### config.mk
export PLATFORM = sky130hd
export DESIGN_NAME = sg_chain_walker
export DESIGN_NICKNAME = d
export VERILOG_FILES = /design/src/rtl/sgw_pkg.sv /design/src/rtl/sgw_mem_port.sv /design/src/rtl/sgw_status_pack.sv /design/src/rtl/sg_chain_walker.sv
export SDC_FILE = /design/constraint.sdc
export NUM_CORES = 1
export LEC_CHECK = 0
export CORE_MARGIN = 2
export CORE_UTILIZATION = 60
export DETAILED_ROUTE_END_ITERATION = 7
export DONT_BUFFER_PORTS = 1
export PLACE_DENSITY = 0.76
export SYNTH_ARGS = -nofsm -noshare
export SYNTH_HDL_FRONTEND = slang
export SYNTH_HIERARCHICAL = 1
export SYNTH_SLANG_ARGS = --single-unit
### constraint.sdc
create_clock -name clk -period 8.2 [get_ports clk]
set_input_delay 0.41 -clock clk [delete_from_list [all_inputs] [get_ports clk]]
set_output_delay 0.41 -clock clk [all_outputs]
set_load 0.05 [all_outputs]
### src/rtl/sgw_pkg.sv
package sgw_pkg;

    typedef enum logic [3:0] {
        ST_IDLE,
        ST_FETCH_NEXT,
        ST_FETCH_BUF,
        ST_FETCH_CTRL,
        ST_FETCH_STAT,
        ST_ISSUE,
        ST_MOVE,
        ST_WRITEBACK,
        ST_HALT
    } walk_state_e;

    typedef enum logic [1:0] {
        WB_OK,
        WB_DECERR,
        WB_ZERO
    } wb_kind_e;

    // word offsets inside one descriptor
    localparam logic [5:0] OFF_NEXT = 6'h00;
    localparam logic [5:0] OFF_BUF  = 6'h08;
    localparam logic [5:0] OFF_CTRL = 6'h18;
    localparam logic [5:0] OFF_STAT = 6'h1C;

    // control word fields
    localparam int CTRL_SOP_BIT = 27;
    localparam int CTRL_EOP_BIT = 26;

    // status word fields
    localparam int STAT_DONE_BIT   = 31;
    localparam int STAT_DECERR_BIT = 30;
    localparam int STAT_INTERR_BIT = 28;

    localparam int DEF_LEN_W = 23;

endpackage

### src/rtl/sgw_mem_port.sv
module sgw_mem_port #(
    parameter int ADDR_W = 32
) (
    input  logic              clk,
    input  logic              rst_n,
    input  logic              issue,
    input  logic              issue_we,
    input  logic [ADDR_W-1:0] issue_addr,
    input  logic [31:0]       issue_wdata,
    output logic              mem_req,
    output logic              mem_we,
    output logic [ADDR_W-1:0] mem_addr,
    output logic [31:0]       mem_wdata,
    input  logic              mem_rvalid,
    input  logic [31:0]       mem_rdata,
    input  logic              mem_rerr,
    output logic              resp_valid,
    output logic [31:0]       resp_rdata,
    output logic              resp_err
);

    // One request in flight; it is held until its response arrives.
    always_ff @(posedge clk or negedge rst_n) begin
        if (!rst_n) begin
            mem_req   <= 1'b0;
            mem_we    <= 1'b0;
            mem_addr  <= '0;
            mem_wdata <= '0;
        end else if (mem_req) begin
            if (mem_rvalid) begin
                mem_req <= 1'b0;
                mem_we  <= 1'b0;
            end
        end else if (issue) begin
            mem_req   <= 1'b1;
            mem_we    <= issue_we;
            mem_addr  <= issue_addr;
            mem_wdata <= issue_wdata;
        end
    end

    assign resp_valid = mem_req && mem_rvalid;
    assign resp_rdata = mem_rdata;
    assign resp_err   = mem_rerr;

endmodule

### src/rtl/sgw_status_pack.sv
module sgw_status_pack
    import sgw_pkg::*;
#(
    parameter int LEN_W = DEF_LEN_W
) (
    input  wb_kind_e         kind,
    input  logic [LEN_W-1:0] bytes_moved,
    output logic [31:0]      status_word
);

    always_comb begin
        status_word                = '0;
        status_word[STAT_DONE_BIT] = 1'b1;
        status_word[LEN_W-1:0]     = bytes_moved;
        unique case (kind)
            WB_OK:     ;
            WB_DECERR: status_word[STAT_DECERR_BIT] = 1'b1;
            WB_ZERO:   status_word[STAT_INTERR_BIT] = 1'b1;
            default:   ;
        endcase
    end

endmodule

### src/rtl/sg_chain_walker.sv
module sg_chain_walker
    import sgw_pkg::*;
#(
    parameter int ADDR_W     = 32,
    parameter int LEN_W      = DEF_LEN_W,
    parameter int ALIGN_LOG2 = 6
) (
    input  logic              clk,
    input  logic              rst_n,
    input  logic              start,
    input  logic [ADDR_W-1:0] head_ptr,
    input  logic [ADDR_W-1:0] tail_ptr,
    input  logic              tail_load,
    output logic              mem_req,
    output logic              mem_we,
    output logic [ADDR_W-1:0] mem_addr,
    output logic [31:0]       mem_wdata,
    input  logic              mem_rvalid,
    input  logic [31:0]       mem_rdata,
    input  logic              mem_rerr,
    output logic              cmd_valid,
    input  logic              cmd_ready,
    output logic [ADDR_W-1:0] cmd_addr,
    output logic [LEN_W-1:0]  cmd_len,
    output logic              cmd_sop,
    output logic              cmd_eop,
    input  logic              done_valid,
    input  logic [LEN_W-1:0]  done_bytes,
    input  logic              done_err,
    output logic              idle,
    output logic              halted,
    output logic              desc_done,
    output logic              err_pulse,
    output logic [ADDR_W-1:0] cur_ptr
);

    localparam logic [ADDR_W-1:0] ALIGN_MASK =
        {{(ADDR_W-ALIGN_LOG2){1'b1}}, {ALIGN_LOG2{1'b0}}};

    walk_state_e       state, state_d;
    logic              acc_sent;
    logic              acc_issue;
    logic              acc_we;
    logic [5:0]        acc_off;
    logic [ADDR_W-1:0] tail_q;
    logic [ADDR_W-1:0] next_q;
    logic [ADDR_W-1:0] buf_q;
    logic [LEN_W-1:0]  len_q;
    logic              sop_q;
    logic              eop_q;
    logic [LEN_W-1:0]  moved_q;
    wb_kind_e          kind_q;
    logic [31:0]       wb_word;
    logic              resp_valid;
    logic [31:0]       resp_rdata;
    logic              resp_err;
    logic              at_rest;
    logic              accept_start;
    logic              len_zero;

    assign at_rest      = (state == ST_IDLE) || (state == ST_HALT);
    assign accept_start = at_rest && start;
    assign len_zero     = (len_q == '0);

    sgw_mem_port #(.ADDR_W(ADDR_W)) u_port (
        .clk         (clk),
        .rst_n       (rst_n),
        .issue       (acc_issue),
        .issue_we    (acc_we),
        .issue_addr  (cur_ptr | ADDR_W'(acc_off)),
        .issue_wdata (wb_word),
        .mem_req     (mem_req),
        .mem_we      (mem_we),
        .mem_addr    (mem_addr),
        .mem_wdata   (mem_wdata),
        .mem_rvalid  (mem_rvalid),
        .mem_rdata   (mem_rdata),
        .mem_rerr    (mem_rerr),
        .resp_valid  (resp_valid),
        .resp_rdata  (resp_rdata),
        .resp_err    (resp_err)
    );

    sgw_status_pack #(.LEN_W(LEN_W)) u_pack (
        .kind        (kind_q),
        .bytes_moved (moved_q),
        .status_word (wb_word)
    );

    // next-state logic
    always_comb begin
        state_d   = state;
        acc_issue = 1'b0;
        acc_we    = 1'b0;
        acc_off   = OFF_NEXT;
        unique case (state)
            ST_IDLE, ST_HALT: begin
                if (start) state_d = ST_FETCH_NEXT;
            end
            ST_FETCH_NEXT: begin
                acc_off   = OFF_NEXT;
                acc_issue = !acc_sent;
                if (resp_valid) state_d = resp_err ? ST_HALT : ST_FETCH_BUF;
            end
            ST_FETCH_BUF: begin
                acc_off   = OFF_BUF;
                acc_issue = !acc_sent;
                if (resp_valid) state_d = resp_err ? ST_HALT : ST_FETCH_CTRL;
            end
            ST_FETCH_CTRL: begin
                acc_off   = OFF_CTRL;
                acc_issue = !acc_sent;
                if (resp_valid) state_d = resp_err ? ST_HALT : ST_FETCH_STAT;
            end
            ST_FETCH_STAT: begin
                acc_off   = OFF_STAT;
                acc_issue = !acc_sent;
                if (resp_valid) begin
                    if (resp_err || resp_rdata[STAT_DONE_BIT]) state_d = ST_HALT;
                    else if (len_zero)                         state_d = ST_WRITEBACK;
                    else                                       state_d = ST_ISSUE;
                end
            end
            ST_ISSUE: begin
                if (cmd_ready) state_d = ST_MOVE;
            end
            ST_MOVE: begin
                if (done_valid) state_d = ST_WRITEBACK;
            end
            ST_WRITEBACK: begin
                acc_off   = OFF_STAT;
                acc_we    = 1'b1;
                acc_issue = !acc_sent;
                if (resp_valid) begin
                    if (resp_err || kind_q != WB_OK) state_d = ST_HALT;
                    else if (cur_ptr == tail_q)      state_d = ST_IDLE;
                    else                             state_d = ST_FETCH_NEXT;
                end
            end
            default: state_d = ST_IDLE;
        endcase
    end

    // state register
    always_ff @(posedge clk or negedge rst_n) begin
        if (!rst_n) state <= ST_IDLE;
        else        state <= state_d;
    end

    // descriptor datapath
    always_ff @(posedge clk or negedge rst_n) begin
        if (!rst_n) begin
            acc_sent <= 1'b0;
            cur_ptr  <= '0;
            tail_q   <= '0;
            next_q   <= '0;
            buf_q    <= '0;
            len_q    <= '0;
            sop_q    <= 1'b0;
            eop_q    <= 1'b0;
            moved_q  <= '0;
            kind_q   <= WB_OK;
        end else begin
            if (acc_issue)       acc_sent <= 1'b1;
            else if (resp_valid) acc_sent <= 1'b0;

            if (accept_start) cur_ptr <= head_ptr & ALIGN_MASK;
            if (accept_start || tail_load) tail_q <= tail_ptr & ALIGN_MASK;

            if (resp_valid && !resp_err) begin
                unique case (state)
                    ST_FETCH_NEXT: next_q <= ADDR_W'(resp_rdata) & ALIGN_MASK;
                    ST_FETCH_BUF:  buf_q  <= ADDR_W'(resp_rdata);
                    ST_FETCH_CTRL: begin
                        len_q <= resp_rdata[LEN_W-1:0];
                        sop_q <= resp_rdata[CTRL_SOP_BIT];
                        eop_q <= resp_rdata[CTRL_EOP_BIT];
                    end
                    ST_FETCH_STAT: begin
                        if (len_zero) begin
                            kind_q  <= WB_ZERO;
                            moved_q <= '0;
                        end
                    end
                    ST_WRITEBACK: begin
                        if (kind_q == WB_OK && cur_ptr != tail_q) cur_ptr <= next_q;
                    end
                    default: ;
                endcase
            end

            if (state == ST_MOVE && done_valid) begin
                moved_q <= done_bytes;
                kind_q  <= done_err ? WB_DECERR : WB_OK;
            end
        end
    end

    // registered event outputs
    always_ff @(posedge clk or negedge rst_n) begin
        if (!rst_n) begin
            desc_done <= 1'b0;
            err_pulse <= 1'b0;
        end else begin
            desc_done <= (state == ST_WRITEBACK) && resp_valid && !resp_err && (kind_q == WB_OK);
            err_pulse <= (state != ST_HALT) && (state_d == ST_HALT);
        end
    end

    assign idle      = at_rest;
    assign halted    = (state == ST_HALT);
    assign cmd_valid = (state == ST_ISSUE);
    assign cmd_addr  = buf_q;
    assign cmd_len   = len_q;
    assign cmd_sop   = sop_q;
    assign cmd_eop   = eop_q;

endmodule

==> flow_summary.toml <==
[final_layout]
fin_cells = 1007
area_growth_pct = 5.398
final_cell_mix = "dfrtp_1 (239), mux2_2 (138), nand2_1 (130), mux2_4 (60), o21ai_0 (26)"
drive_above_1_share_pct = 34.28
fin_nets = 885
final_common_cell = "dfrtp_1"

[drt]
drt-pass1-iter-count = 7
wl_um = 23780
avgRoutedWirePerCell_um = 23.62
vias = 5972
postRouteAntennaNets = 0
vias_per_cell = 5.930
drc = 0
dr.first_iter.drc_count = 417

[timing]
finalSetupTns_ns = 0
hold_viol = 45
drv_slew = 0
fmax_mhz = 248.6
min_period_over_period_pct = 49.05
period_needed_ns = 4.022
tightest_slew_ns = 1.335
relSlewSlack_pct = 11.00
setup_slack_ns = 4.178
hold_ws_ns = -0.09140
grt_setup_unrepaired = "false"
finClkSkew_ns = 0.009555
setup_viol = 0

[synth]
ys_seq_area_share_pct = 56.09
yosys.area_share.simple_pct = 8.437
syn-instance-count = 813
netlist_area_um2 = 10660
synth_top_family_by_area = "multiplexers"
synth_area_leaders = "dfrtp_1 (56%), mux2_2 (15%), mux2_4 (8.4%)"
yosysWarnings = 6
netlist.area_leader.share_pct = 56.09
synth.area.mux_share_pct = 23.22
synth_top_flop_cell = "dfrtp_1"
synth-compound-area-share_pct = 2.617
yosysTopAreaCell = "dfrtp_1"
synthArstFlopShare_pct = 100.0
synth_edf_count = 0
synth-adder-area-share_pct = 0
synth_seq_cells = 239
synth_cell_type_count = 50
yosys.area_share.xor_xnor_pct = 2.136
syn_area_per_cell_um2 = 13.12

[floorplan]
die_area_um2 = 18850
core-area_um2 = 17360
start_util_pct = 61.43
ioPinCount = 288
die_w_um = 137.3
rows = 48
die_h_um = 137.3

[worst_setup_path]
rr_endpoint = "u_port/mem_addr[23]"
worstPathRequired_ns = 8.60
cp.depth = 8
cp-end-kind = "flip-flop"
start_kind = "flip-flop"
path_cells = "nand2b_1 -> inv_1 -> or2_2 -> a2111oi_0 -> buf_4 -> nor2b_4 -> buf_4 -> mux2_2"
slowest_delay_ns = 0.87
crit_path_max_fanout = 39
rr_worst_depth = 8
arrival_ns = 4.42
crit_start = "state[1]"
reg2reg_slack_ns = 4.18
crit_end = "u_port/mem_addr[23]"
critical_path_class = "reg2reg"
critPathTopFamily = "simple AND/OR/NAND/NOR gates"
cp.buffers_inverters = 3
cpMostUsedCell = "buf_4"
cpMaxStageDelayCell = "nor2b_4"
r2r_start = "state[1]"

[clock_tree]
cts_tree = "done"
clock_latency_ns = 0.52
clkSlewWorstSetupHoldPaths_ns = 0.06
htree_num_levels = 1
post_cts_resized = 0
root_buffer = "clkbuf_16"
cts_buffer_depth = 3
cts_sinks = 239
post_cts_buffers = 0
cts_inserted_buffers = 25
holdBufCountCts = 4

[power_and_ir_drop]
power_density_nw_per_um2 = 476.9
power_mw = 5.360
leakage_nw = 5.259
irDropWorstVdd_uv = 284.7

[global_route]
first_global_vias = 6353
grt_max_degree = 240
grt_usage_pct = 24.82
antenna_found_initial = 5
grt_overflow = 0
grt_pass1_wl_um = 35760

[run_status]
violations = "hold timing"
status = "finished with violations"

[placed_design]
preCtsSetupSlack_ns = 4.239
port_buffers = 0
globalplace.congestion = 0.8920
dpl.cell_count = 951
dp_hpwl_um = 16110

[min_path]
worstHoldPathType = "in2async"

[job]
maxCapViolations = 0
[worst min path at each step]
| stage | startpoint | slack [ns] | end | cells past startpoint |
|---|---|---|---|---|
| after detailed placement | rst_n | 0.12 | u_port/mem_addr[26] | 0 |
| after floorplan | rst_n | 0.11 | acc_sent | 0 |
| final | rst_n | -0.09 | tail_q[29] | 1 |
| after CTS | done_bytes[0] | 0.002 | moved_q[0] | 2 |
| after global placement | rst_n | 0.12 | u_port/mem_addr[27] | 0 |
| after global routing | done_bytes[12] | 0.003 | moved_q[12] | 2 |
[kinds of logic (layout without fill, tap and decap cells)]
group                  count (synthesis)  count (layout)
AO/OA/AOI/OAI                         46              46
multiplexers                         200             200
other                                  2              13
flip-flops                           239             239
buffers and inverters                105              63
AND/OR/NAND/NOR                      195             195
XOR/XNOR                              26              26
[stage by stage]
| stage | hold WS, ns | utilization, % | area (µm²) |
|---|---|---|---|
| after global placement | 0.1214 | 59.21 | 10280 |
| after CTS | 0.001542 | 64.66 | 11220 |
| final | -0.09140 | 64.75 | 11240 |
| after detailed placement | 0.1199 | 59.21 | 10280 |
| after floorplan | 0.1144 | - | 10680 |
| after global routing | 0.003415 | 64.72 | 11230 |
[cells in the mapped netlist, types with 7 or more instances]
| cell type | number |
|---|---|
| and3_1 | 8 |
| buf_12 | 7 |
| xnor2_1 | 14 |
| nor4_1 | 9 |
| mux2_4 | 60 |
| o21ai_0 | 26 |
| mux2_2 | 138 |
| buf_4 | 65 |
| nand2_1 | 130 |
| xor2_1 | 12 |
| nor2_1 | 10 |
| clkbuf_1 | 10 |
| dfrtp_1 | 239 |
| buf_2 | 14 |
[routing by layer]
layer	routed length (µm)	vias up	part of all wire [%]	GRT usage, %
met2	11470	262	48	40.35
met3	2094	53	8.8	7.984
li1	-	2599	-	-
met4	733	0	3.1	8.820
met5	0	-	0	0
met1	9479	3058	40	31.35
[sequential cells by signal (all words and copies together) (netlist names)]
register and flops:
cmd_len 23, acc_sent 1, u_port/mem_we 1, state 4
kind_q 2, next_q 26, moved_q 23, desc_done 1
u_port/mem_addr 32, cur_ptr 32, tail_q 26, cmd_eop 1
cmd_addr 32, u_port/mem_wdata 32, u_port/mem_req 1, err_pulse 1
cmd_sop 1
[area by class of cell]
cell class / count / area [µm²]
multi-input combinational: 474 / 3933
fill: 1278 / 6118
inverter: 4 / 15.01
antenna: 6 / 15.01
clock inverter: 13 / 162.7
clock buffer: 33 / 725.7
timing repair buffer: 13 / 125.1
sequential: 239 / 5981
tap: 225 / 281.5
[power breakdown]
| part | leakage (nW) | internal, mW | switching [mW] |
|---|---|---|---|
| combinational | 1.75 | 0.644 | 0.507 |
| sequential | 3.08 | 1.58 | 1.44 |
| clock | 0.433 | 0.720 | 0.469 |
| total | 5.26 | 2.94 | 2.42 |
No activity file was read; power rests on OpenSTA's default activity.
